===== src/rtl/azi_pkg.sv =====
// Package: shared constants and types of the azimuth interpolator.
// Assumes: defaults describe 144 beam positions and 1/64 fine steps.
package azi_pkg;
    localparam int DEF_AMP_W   = 16;
    localparam int DEF_BEAMS   = 144;
    localparam int DEF_FRAC_W  = 6;
    localparam int DEF_LUT_AW  = 4;
    localparam int DEF_DIV_STEPS = 16;
    localparam int DEF_RANGE_W = 10;

    // Which of the three beams a selection refers to
    typedef enum logic [1:0] {
        SRC_LO  = 2'd0,
        SRC_MID = 2'd1,
        SRC_HI  = 2'd2
    } beam_src_e;
endpackage


===== src/rtl/azi_select.sv =====
// Module: picks the base beam and the companion beam of one range cell,
// and forms the difference and sum of their amplitudes for the divider.
// Assumes: in_beam < BEAMS; purely combinational.
module azi_select
    import azi_pkg::*;
#(
    parameter int AMP_W  = DEF_AMP_W,
    parameter int BEAMS  = DEF_BEAMS,
    parameter int BEAM_W = $clog2(BEAMS)
) (
    input  logic [BEAM_W-1:0] in_beam,
    input  logic [AMP_W-1:0]  amp_lo,
    input  logic [AMP_W-1:0]  amp_mid,
    input  logic [AMP_W-1:0]  amp_hi,
    input  logic [2:0]        det,
    output logic              any_det,
    output logic [BEAM_W-1:0] base_beam,
    output logic              has_comp,
    output logic              comp_neg,
    output logic [AMP_W-1:0]  amp_diff,
    output logic [AMP_W:0]    amp_sum
);
    localparam logic [BEAM_W-1:0] LAST = BEAM_W'(BEAMS - 1);

    logic [BEAM_W-1:0] lo_idx, hi_idx;
    beam_src_e         best_src;
    logic [AMP_W-1:0]  best_amp, comp_amp;

    // Neighbour positions with wrap around the revolution
    always_comb begin
        lo_idx = (in_beam == '0)   ? LAST : in_beam - BEAM_W'(1);
        hi_idx = (in_beam == LAST) ? '0   : in_beam + BEAM_W'(1);
    end

    // Strongest detected beam, priority centre, lower, upper on ties
    always_comb begin
        best_src = SRC_MID;
        best_amp = amp_mid;
        if (det[0] && (!det[1] || amp_lo > best_amp)) begin
            best_src = SRC_LO;
            best_amp = amp_lo;
        end
        if (det[2] && (!(det[1] || det[0]) || amp_hi > best_amp)) begin
            best_src = SRC_HI;
            best_amp = amp_hi;
        end
    end

    // Companion beam adjacent to the base, with direction of the shift
    always_comb begin
        has_comp = 1'b0;
        comp_neg = 1'b0;
        comp_amp = '0;
        unique case (best_src)
            SRC_MID: begin
                if (det[0] && det[2]) begin
                    has_comp = 1'b1;
                    comp_neg = !(amp_hi > amp_lo);
                    comp_amp = (amp_hi > amp_lo) ? amp_hi : amp_lo;
                end else if (det[0]) begin
                    has_comp = 1'b1;
                    comp_neg = 1'b1;
                    comp_amp = amp_lo;
                end else if (det[2]) begin
                    has_comp = 1'b1;
                    comp_amp = amp_hi;
                end
            end
            SRC_LO: begin
                has_comp = det[1];
                comp_amp = det[1] ? amp_mid : '0;
            end
            SRC_HI: begin
                has_comp = det[1];
                comp_neg = det[1];
                comp_amp = det[1] ? amp_mid : '0;
            end
            default: ;
        endcase
    end

    // Base position and divider operands
    always_comb begin
        any_det = |det;
        unique case (best_src)
            SRC_LO:  base_beam = lo_idx;
            SRC_HI:  base_beam = hi_idx;
            default: base_beam = in_beam;
        endcase
        amp_diff = best_amp - comp_amp;
        amp_sum  = {1'b0, best_amp} + {1'b0, comp_amp};
    end
endmodule


===== src/rtl/azi_divider.sv =====
// Module: bit-serial restoring divider producing STEPS fraction bits of
// num/den, one bit per clock; done pulses on the cycle busy falls.
// Assumes: start only while idle; num <= den gives a fraction below one,
// num == den or den == 0 saturates to all ones.
module azi_divider #(
    parameter int NUM_W = 16,
    parameter int DEN_W = 17,
    parameter int STEPS = 16
) (
    input  logic             clk,
    input  logic             rst_n,
    input  logic             start,
    input  logic [NUM_W-1:0] num,
    input  logic [DEN_W-1:0] den,
    output logic             busy,
    output logic             done,
    output logic [STEPS-1:0] quo
);
    localparam int REM_W = DEN_W + 2;
    localparam int CNT_W = $clog2(STEPS + 1);

    logic [REM_W-1:0] rem, shifted, step_rem;
    logic [DEN_W-1:0] den_q;
    logic [CNT_W-1:0] cnt;
    logic             step_bit;

    // One trial subtraction of the doubled remainder
    always_comb begin
        shifted  = {rem[REM_W-2:0], 1'b0};
        step_bit = shifted >= REM_W'(den_q);
        step_rem = step_bit ? shifted - REM_W'(den_q) : shifted;
    end

    // Iteration state: load on start, shift one quotient bit per cycle
    always_ff @(posedge clk) begin
        if (!rst_n) begin
            busy  <= 1'b0;
            done  <= 1'b0;
            cnt   <= '0;
            rem   <= '0;
            den_q <= '0;
            quo   <= '0;
        end else begin
            done <= 1'b0;
            if (start) begin
                busy  <= 1'b1;
                cnt   <= CNT_W'(STEPS);
                rem   <= REM_W'(num);
                den_q <= den;
                quo   <= '0;
            end else if (busy) begin
                rem <= step_rem;
                quo <= {quo[STEPS-2:0], step_bit};
                cnt <= cnt - CNT_W'(1);
                if (cnt == CNT_W'(1)) begin
                    busy <= 1'b0;
                    done <= 1'b1;
                end
            end
        end
    end


    start_idle_chk: assert property (@(posedge clk) disable iff (!rst_n)
        start |-> !busy);

    finish_pulse_chk: assert property (@(posedge clk) disable iff (!rst_n)
        $fell(busy) |-> done);
endmodule


===== src/rtl/azi_shape_lut.sv =====
// Module: beam-shape table mapping the quantised amplitude ratio to a
// shift magnitude in fine steps; entries are computed, half a beam at q=0.
// Assumes: FRAC_W bits hold half a beam step (2**(FRAC_W-1)).
module azi_shape_lut #(
    parameter int LUT_AW = 4,
    parameter int FRAC_W = 6
) (
    input  logic [LUT_AW-1:0] idx,
    output logic [FRAC_W-1:0] shift
);
    localparam int ENTRIES = 1 << LUT_AW;
    localparam int HALF    = 1 << (FRAC_W - 1);

    logic [FRAC_W-1:0] table_q [ENTRIES];

    for (genvar g = 0; g < ENTRIES; g++) begin : g_entry
        localparam int VAL = ((ENTRIES - g) * HALF) / ENTRIES;
        assign table_q[g] = FRAC_W'(VAL);
    end

    assign shift = table_q[idx];
endmodule


===== src/rtl/azi_interp.sv =====
// Module: top of the three-beam azimuth interpolator. Accepts one range
// cell when idle, runs the ratio division, then emits the fine azimuth.
// Assumes: in_beam < BEAMS; a request with no flags is discarded.
module azi_interp
    import azi_pkg::*;
#(
    parameter int AMP_W     = DEF_AMP_W,
    parameter int BEAMS     = DEF_BEAMS,
    parameter int FRAC_W    = DEF_FRAC_W,
    parameter int LUT_AW    = DEF_LUT_AW,
    parameter int DIV_STEPS = DEF_DIV_STEPS,
    parameter int RANGE_W   = DEF_RANGE_W,
    parameter int BEAM_W    = $clog2(BEAMS),
    parameter int AZ_W      = $clog2(BEAMS << FRAC_W)
) (
    input  logic               clk,
    input  logic               rst_n,
    input  logic               in_valid,
    output logic               in_ready,
    input  logic [RANGE_W-1:0] in_range,
    input  logic [BEAM_W-1:0]  in_beam,
    input  logic [AMP_W-1:0]   in_amp_lo,
    input  logic [AMP_W-1:0]   in_amp_mid,
    input  logic [AMP_W-1:0]   in_amp_hi,
    input  logic [2:0]         in_det,
    output logic               out_valid,
    output logic [AZ_W-1:0]    out_azimuth,
    output logic [RANGE_W-1:0] out_range,
    output logic               out_corrected
);
    localparam int AZ_MOD = BEAMS << FRAC_W;
    localparam int EXT_W  = AZ_W + 1;

    logic              any_det, has_comp, comp_neg, accept;
    logic [BEAM_W-1:0] base_beam;
    logic [AMP_W-1:0]  amp_diff;
    logic [AMP_W:0]    amp_sum;
    logic              div_busy, div_done;
    logic [DIV_STEPS-1:0] quo;
    logic [FRAC_W-1:0] shift_mag;

    logic [BEAM_W-1:0]  ctx_base;
    logic               ctx_comp, ctx_neg;
    logic [RANGE_W-1:0] ctx_range;
    logic [EXT_W-1:0]   base_fine, shift_ext, up_sum, az_next;

    azi_select #(.AMP_W(AMP_W), .BEAMS(BEAMS), .BEAM_W(BEAM_W)) u_select (
        .in_beam  (in_beam),
        .amp_lo   (in_amp_lo),
        .amp_mid  (in_amp_mid),
        .amp_hi   (in_amp_hi),
        .det      (in_det),
        .any_det  (any_det),
        .base_beam(base_beam),
        .has_comp (has_comp),
        .comp_neg (comp_neg),
        .amp_diff (amp_diff),
        .amp_sum  (amp_sum)
    );

    azi_divider #(.NUM_W(AMP_W), .DEN_W(AMP_W + 1), .STEPS(DIV_STEPS)) u_div (
        .clk  (clk),
        .rst_n(rst_n),
        .start(accept),
        .num  (amp_diff),
        .den  (amp_sum),
        .busy (div_busy),
        .done (div_done),
        .quo  (quo)
    );

    azi_shape_lut #(.LUT_AW(LUT_AW), .FRAC_W(FRAC_W)) u_lut (
        .idx  (quo[DIV_STEPS-1 -: LUT_AW]),
        .shift(shift_mag)
    );

    assign in_ready = !div_busy;
    assign accept   = in_valid && in_ready && any_det;

    // Capture the selection context of the accepted cell
    always_ff @(posedge clk) begin
        if (!rst_n) begin
            ctx_base  <= '0;
            ctx_comp  <= 1'b0;
            ctx_neg   <= 1'b0;
            ctx_range <= '0;
        end else if (accept) begin
            ctx_base  <= base_beam;
            ctx_comp  <= has_comp;
            ctx_neg   <= comp_neg;
            ctx_range <= in_range;
        end
    end

    // Apply the signed shift to the base position, wrapping the revolution
    always_comb begin
        base_fine = EXT_W'(ctx_base) << FRAC_W;
        shift_ext = EXT_W'(shift_mag);
        up_sum    = base_fine + shift_ext;
        if (!ctx_comp) begin
            az_next = base_fine;
        end else if (ctx_neg) begin
            az_next = (base_fine >= shift_ext) ? base_fine - shift_ext
                                               : base_fine + EXT_W'(AZ_MOD) - shift_ext;
        end else begin
            az_next = (up_sum >= EXT_W'(AZ_MOD)) ? up_sum - EXT_W'(AZ_MOD) : up_sum;
        end
    end

    // Output register, loaded once when the division completes
    always_ff @(posedge clk) begin
        if (!rst_n) begin
            out_valid     <= 1'b0;
            out_azimuth   <= '0;
            out_range     <= '0;
            out_corrected <= 1'b0;
        end else begin
            out_valid <= div_done;
            if (div_done) begin
                out_azimuth   <= AZ_W'(az_next);
                out_range     <= ctx_range;
                out_corrected <= ctx_comp;
            end
        end
    end


    accept_blocks_chk: assert property (@(posedge clk) disable iff (!rst_n)
        accept |=> !in_ready);

    single_pulse_chk: assert property (@(posedge clk) disable iff (!rst_n)
        out_valid |=> !out_valid);

    az_range_chk: assert property (@(posedge clk) disable iff (!rst_n)
        out_valid |-> out_azimuth < AZ_W'(AZ_MOD));

    plain_beam_chk: assert property (@(posedge clk) disable iff (!rst_n)
        (out_valid && !out_corrected) |-> out_azimuth[FRAC_W-1:0] == '0);

    shifted_frac_chk: assert property (@(posedge clk) disable iff (!rst_n)
        (out_valid && out_corrected) |-> out_azimuth[FRAC_W-1:0] != '0);
endmodule


===== config.mk =====
export PLATFORM = sky130hd
export DESIGN_NAME = azi_interp
export DESIGN_NICKNAME = d
export VERILOG_FILES = /design/src/rtl/azi_pkg.sv /design/src/rtl/azi_select.sv /design/src/rtl/azi_divider.sv /design/src/rtl/azi_shape_lut.sv /design/src/rtl/azi_interp.sv
export SDC_FILE = /design/constraint.sdc
export NUM_CORES = 1
export LEC_CHECK = 0
export CAP_MARGIN = 15
export CORE_ASPECT_RATIO = 0.9
export CORE_UTILIZATION = 40
export CTS_CLUSTER_SIZE = 30
export DETAILED_ROUTE_END_ITERATION = 12
export PLACE_DENSITY_LB_ADDON = 0.08
export SLEW_MARGIN = 30
export SYNTH_ARGS = -nofsm -noshare
export SYNTH_HDL_FRONTEND = slang
export SYNTH_HIERARCHICAL = 1
export SYNTH_SLANG_ARGS = --single-unit

===== constraint.sdc =====
create_clock -name clk -period 9.7 [get_ports clk]
set_input_delay 1.94 -clock clk [delete_from_list [all_inputs] [get_ports clk]]
set_output_delay 1.94 -clock clk [all_outputs]
set_load 0.05 [all_outputs]

### Word-level counts from Yosys, hierarchy flattened

Memories as Yosys holds them, arrays and structs flattened.
Index checks and enable logic that the tools add are counted.

* add/sub/neg operators: 11
* multipliers: 0
* div/mod/pow operators: 0
* order comparisons: 7
* equal/unequal tests: 4
* shifts and indexed selects: 0
* multiplexer cells: 35
* bitwise operators: 3
* reduce and logical (&&, ||, !) cells: 19

Operators by type and width (count)
* two-way mux 16 bit: 9
* two-way mux 14 bit: 4
* greater-than comparator 16 bit: 3
* one-hot mux 16 bit (2 select lines): 1
* subtractor 14 x 6 -> 14 bit: 2
* greater-or-equal comparator 19 x 17 -> 1 bit: 1
* two-way mux 18 bit: 1
* subtractor 18 x 17 -> 18 bit: 1
* adder 16 x 16 -> 17 bit: 1
* two-way mux 8 bit: 2
* one-hot mux 8 bit (2 select lines): 1
* subtractor 16 bit: 1
* adder 14 x 6 -> 15 bit: 1
* greater-or-equal comparator 15 x 14 -> 1 bit (second input constant): 1
* adder 14 bit (second input constant): 1
* greater-or-equal comparator 14 x 6 -> 1 bit: 1
* subtractor 14 bit (second input constant): 1
* two-way mux 6 bit: 2
* two-way mux 1 bit: 10
* two-way mux 5 bit: 2
* adder 8 x 1 -> 8 bit (second input constant): 1
* equality test 8 bit (second input constant): 1
* logical NOT 8 bit: 1
* subtractor 8 x 1 -> 8 bit (second input constant): 1
* other kinds (16): 29

* bits in registers: 104
* latch bits: 0
* RAM bits: 0
* bits in read-only memories: 96
* word-level logic and storage cells: 96
* memories: 1

Memory list
* (no name shown): words 16, bits a word 6, read ports 1, clocked after memory_dff 0, write ports 0, RTL line azi_shape_lut.sv:21 `assign shift = table_q[idx];`

### Depth between registers and ports, before layout

* depth after elaboration: 13
* depth in mapped cells: 36
* mapped depth without buffers: 32

### Hierarchy

The synthesis kept the hierarchy.

By module, submodules not included
* azi_select: instances 1, cells each 558, area an instance 3733.6 sq um, seq. area each 0.0 sq um
* azi_divider: instances 1, cells each 404, area an instance 3452.1 sq um, seq. area each 1161.1 sq um
* azi_interp: instances 1, cells each 335, area an instance 2751.4 sq um, seq. area each 920.9 sq um
* azi_shape_lut: instances 1, cells each 13, area an instance 90.1 sq um, seq. area each 0.0 sq um

### Worst setup path before layout

OpenSTA, ideal clock, no wires.

* path type: in2reg
* start: in in_amp_mid[13]
* end: reg u_div.rem[15]
* setup time: 0.128 ns
* arrival time: 7.728 ns
* required time: 9.572 ns
* path slack: 1.844 ns
* cell stages on the path: 33
* buffers on the path: 4
* cells stage by stage: inv_1 ha_1 nand4_1 nor4_2 o21ai_1 a31oi_1 buf_2 nor2_1 a21oi_1 ha_1 nor2b_1 o21a_1 o21a_1 o21a_1 o41ai_4 nand2b_1 buf_2 buf_2 o21a_1 ha_1 buf_2 o21a_1 o31a_1 nor3_1 o41a_1 a21oi_1 a41o_1 o22ai_1 xor2_1 a222oi_1 o21ai_0 o21ai_0 a32oi_1

* word-level cells in the longest chain between the ends: 13
* elaborated cells between the ends (all ways): 18
* those cells by class: 1 x add/sub; 2 x order compare; 2 x eq/ne; 7 x mux; 6 x reduce/logical

RTL lines
* start: declaration: RTL line azi_interp.sv:23 `input logic [AMP_W-1:0] in_amp_mid,`
* greater-than comparator 16 bit: RTL line azi_select.sv:39 `if (det[0] && (!det[1] || amp_lo > best_amp)) begin`
* logical OR 1 bit: RTL line azi_select.sv:39
* logical AND 1 bit: RTL line azi_select.sv:39
* two-way mux 16 bit: RTL line azi_select.sv:39
* greater-than comparator 16 bit: RTL line azi_select.sv:43 `if (det[2] && (!(det[1] || det[0]) || amp_hi > best_amp)) begin`
* logical OR 1 bit: RTL line azi_select.sv:43
* logical AND 1 bit: RTL line azi_select.sv:43
* two-way mux 2 bit: RTL line azi_select.sv:43
* equality test 2 bit or logical NOT 2 bit (tied branches): RTL line azi_select.sv:54 `unique case (best_src)`
* OR reduction 2 bit (no source line)
* one-hot mux 16 bit (2 select lines): RTL line azi_select.sv:54
* subtractor 16 bit *: RTL line azi_select.sv:90 `amp_diff = best_amp - comp_amp;`
* named net amp_diff[15]: RTL line azi_interp.sv:36 `logic [AMP_W-1:0] amp_diff;`
* two-way mux 16 bit *: RTL line azi_divider.sv:45 `if (start) begin`
* end signal: assignment: RTL line azi_divider.sv:48 `rem <= REM_W'(num);`
* end signal: assignment: RTL line azi_divider.sv:52 `rem <= step_rem;`
* end: declaration: RTL line azi_divider.sv:22 `logic [REM_W-1:0] rem, shifted, step_rem;`

The timed path passes the listed nets; every way through them passes the cells marked *.
A chain may end at the register's enable or synchronous reset.

### Final worst setup path

Same ends and word-level chain as after synthesis.

==> impl_metrics.yaml <==
status:
  status: "finished, final reports clean"
synthesis:
  synth_compound_area_share_pct: 23.87
  yosysUniqueCellTypes: 89
  synthTopCellsByArea: "dfxtp_1 (21%), ha_1 (15%), mux2i_1 (5.9%)"
  synth_seq_area_share_pct: 20.76
  synthAdderAreaFrac_pct: 15.95
  yosys.area_share.simple_pct: 21.87
  yosys-mux-area-fraction_pct: 6.114
  synth_xor_area_share_pct: 4.455
  synthesis.area_um2: 10030
  synth_top_family_by_area: "compound AO/OA/AOI/OAI gates"
  syn_avg_cell_area_um2: 7.654
  synth_edf_count: 0
  syn_nets: 1508
  yosysTopAreaCell: "dfxtp_1"
  yosysTopAreaCellShare_pct: 20.76
  async_reset_ff_share_pct: 0
  synthCells: 1310
  ys_warn_count: 6
  yosys_most_used_dff: "dfxtp_1"
  synth_seq_cells: 104
drt:
  viasPerCell: 5.356
  drtIter0Drc: 574
  dr_total_vias: 9116
  drc_errors: 0
  detail_route.wl_per_cell_um: 15.28
  ant_nets: 0
  first_pass_iters: 6
  wl_um: 26000
worst_hold_path:
  min-delay-start: "ctx_range[1]"
  whs_path_depth: 2
  hp-class: "flop to flop"
  min_to: "ctx_range[1]"
placement:
  gp_congestion: 0.8742
  hpwl_um: 19840
  place_ws_ps: 504.4
  io_buffers: 98
final_layout:
  nets: 1559
  antenna-diode-count: 0
  final_cell_mix: "ha_1 (123), nor2_1 (121), dfxtp_1 (103)"
  area.growth.synth_to_final_pct: 14.94
  mostFrequentLayoutCell: "ha_1"
  finish.utilization_pct: 47.25
  layout-drive-gt1-share_pct: 4.173
clock_network:
  clockBufferDepth: 2
  cts_root_buf: "clkbuf_16"
  cts_hold_buffers: 0
  cts_tree: "done"
  post-cts-setup-buffers: 0
  htreeDepth: 3
  insertion_delay_ps: 360
  cts_sinks: 104
  cts.clk_slew.worst_paths_ps: 80
  cts_buffers: 9
  post_cts_resized: 0
sta:
  hold_viol_final: 0
  fin_ws_ps: 778.4
  max_clock_freq_mhz: 112.1
  final.period_utilization_pct: 91.98
  setup_tns_ps: 0
  skew_ps: 13.15
  layout_min_cycle_time_ps: 8922
  relSlewSlack_pct: 39.93
  tightest_slew_ps: 898.3
  rsz0062_at_grt: "false"
  setup_viol: 0
  drv_slew: 0
critical_path:
  cp_data_arrival_time_ps: 9160
  reg2reg_from: "u_div/den_q[3]"
  rr_worst_depth: 10
  cp_slowest_cell: "o41ai_4"
  critPathKind: "primary input to flop"
  reg2reg_to: "u_div/rem[4]"
  crit_required_ps: 9940
  crit_fanout: 32
  cp-start-kind: "primary input"
  ff2ff_setup_slack_ps: 6410
  end_kind: "flop"
  cpPeakStageDelay_ps: 640
die:
  fp.dieW_um: 168.9
  core_area_um2: 24390
  ios: 99
  die_area_um2: 25710
  die_h_um: 152.2
  fp-row-count: 54
  start_util_pct: 41.11
global_routing:
  grt_usage_pct: 20.69
  overflow: 0
  grt_max_degree: 59
  grt_pass1_wl_um: 43640
  grt_pass1_vias: 8559
  antenna_found_initial: 0
pwr:
  power_density_nw_per_um2: 183.8
  p_leak_nw: 4.671
  total_power_mw: 2.118
  ir_worst_vdd_uv: 140.8
flow_run:
  maxCapViolations: 0
how the worst max path moves through the flow:
stage	startpoint	to	slack, ps	cells after the start
floorplan	in_amp_mid[13]	u_div/rem[15]	1840	33
global placement	in_amp_mid[13]	u_div/rem[15]	590	32
detailed placement	in_amp_mid[13]	u_div/rem[15]	500	32
CTS	in_amp_mid[13]	u_div/rem[15]	850	32
global route	in_amp_mid[13]	u_div/rem[15]	120	32
finish	in_amp_mid[13]	u_div/rem[15]	780	32
sequential cells by signal (all words and copies together), names as in the netlist:
register / count
ctx_comp: 1
out_valid: 1
u_div/rem: 18
u_div/done: 1
u_div/cnt: 5
u_div/den_q: 17
u_div/busy: 1
out_range: 10
out_azimuth: 14
out_corrected: 1
ctx_base: 8
ctx_neg: 1
ctx_range: 10
u_div/quo: 16
per-layer routing:
| metal | vias to the layer above | share of wire (%) | track usage [%] |
|---|---|---|---|
| met5 | - | 0 | 0 |
| li1 | 4740 | - | - |
| met1 | 4169 | 54 | 31.83 |
| met3 | 13 | 3.8 | 2.208 |
| met2 | 194 | 41 | 30.66 |
| met4 | 0 | 0.90 | 4.286 |
logic make-up after synthesis:
| logic type | count (synthesis) |
|---|---|
| mux | 61 |
| buf+inv | 169 |
| simple gates | 443 |
| compound gates | 355 |
| fa+ha+maj | 126 |
| other cells | 1 |
| xor+xnor | 51 |
| flops | 104 |
where the power goes:
part | internal, mW | switching [mW] | total [mW]
clock network | 0.188 | 0.191 | 0.379
registers | 0.472 | 0.0380 | 0.510
logic | 0.533 | 0.696 | 1.23
total | 1.19 | 0.925 | 2.12
cells in the mapped netlist, drive strengths merged, types with 4 or more instances:
master	n
nand3	51
a21boi	28
nor2	121
buf	33
ha	123
nand2b	18
o211ai	4
or3	11
o31ai	14
a31oi	9
xor2	14
o31a	4
and3	9
o21ai	68
a21oi	96
nor2b	48
nor3b	4
o21bai	9
xnor2	37
nor4	6
clkbuf	37
nand4	12
a221oi	5
inv	99
a22oi	16
a211oi	9
nand2	103
a211o	5
o22ai	8
nor3	35
dfxtp	104
o21a	25
mux2i	59
nand3b	7
a21o	20
worst max-delay path: cells and delay by family:
| family | cells | cell delay (ps) |
|---|---|---|
| compound gates | 17 | 3950 |
| simple gates | 7 | 1290 |
| buf+inv | 4 | 1020 |
| fa+ha+maj | 3 | 840 |
| xor+xnor | 1 | 120 |
through the flow:
step                      area [um2]  cells  hold slack (ps)
after CTS                      11520   1702            469.8
after floorplan                10030   1310            443.1
after global placement         11220   1686            455.3
after global routing           11520   1702            496.7
after detailed placement       11220   1686            459.2
final                          11520   1702            466.2
area by class of cell:
type	instances	area, um2
fillers	2454	12870
clock inverters	6	60.06
inverters	99	371.6
multi-input cells	1037	7272
repair buffers	110	1079
well taps	336	420.4
clock buffers	10	239.0
flip-flops and latches	104	2083
Power figures use the tool's default switching activity.
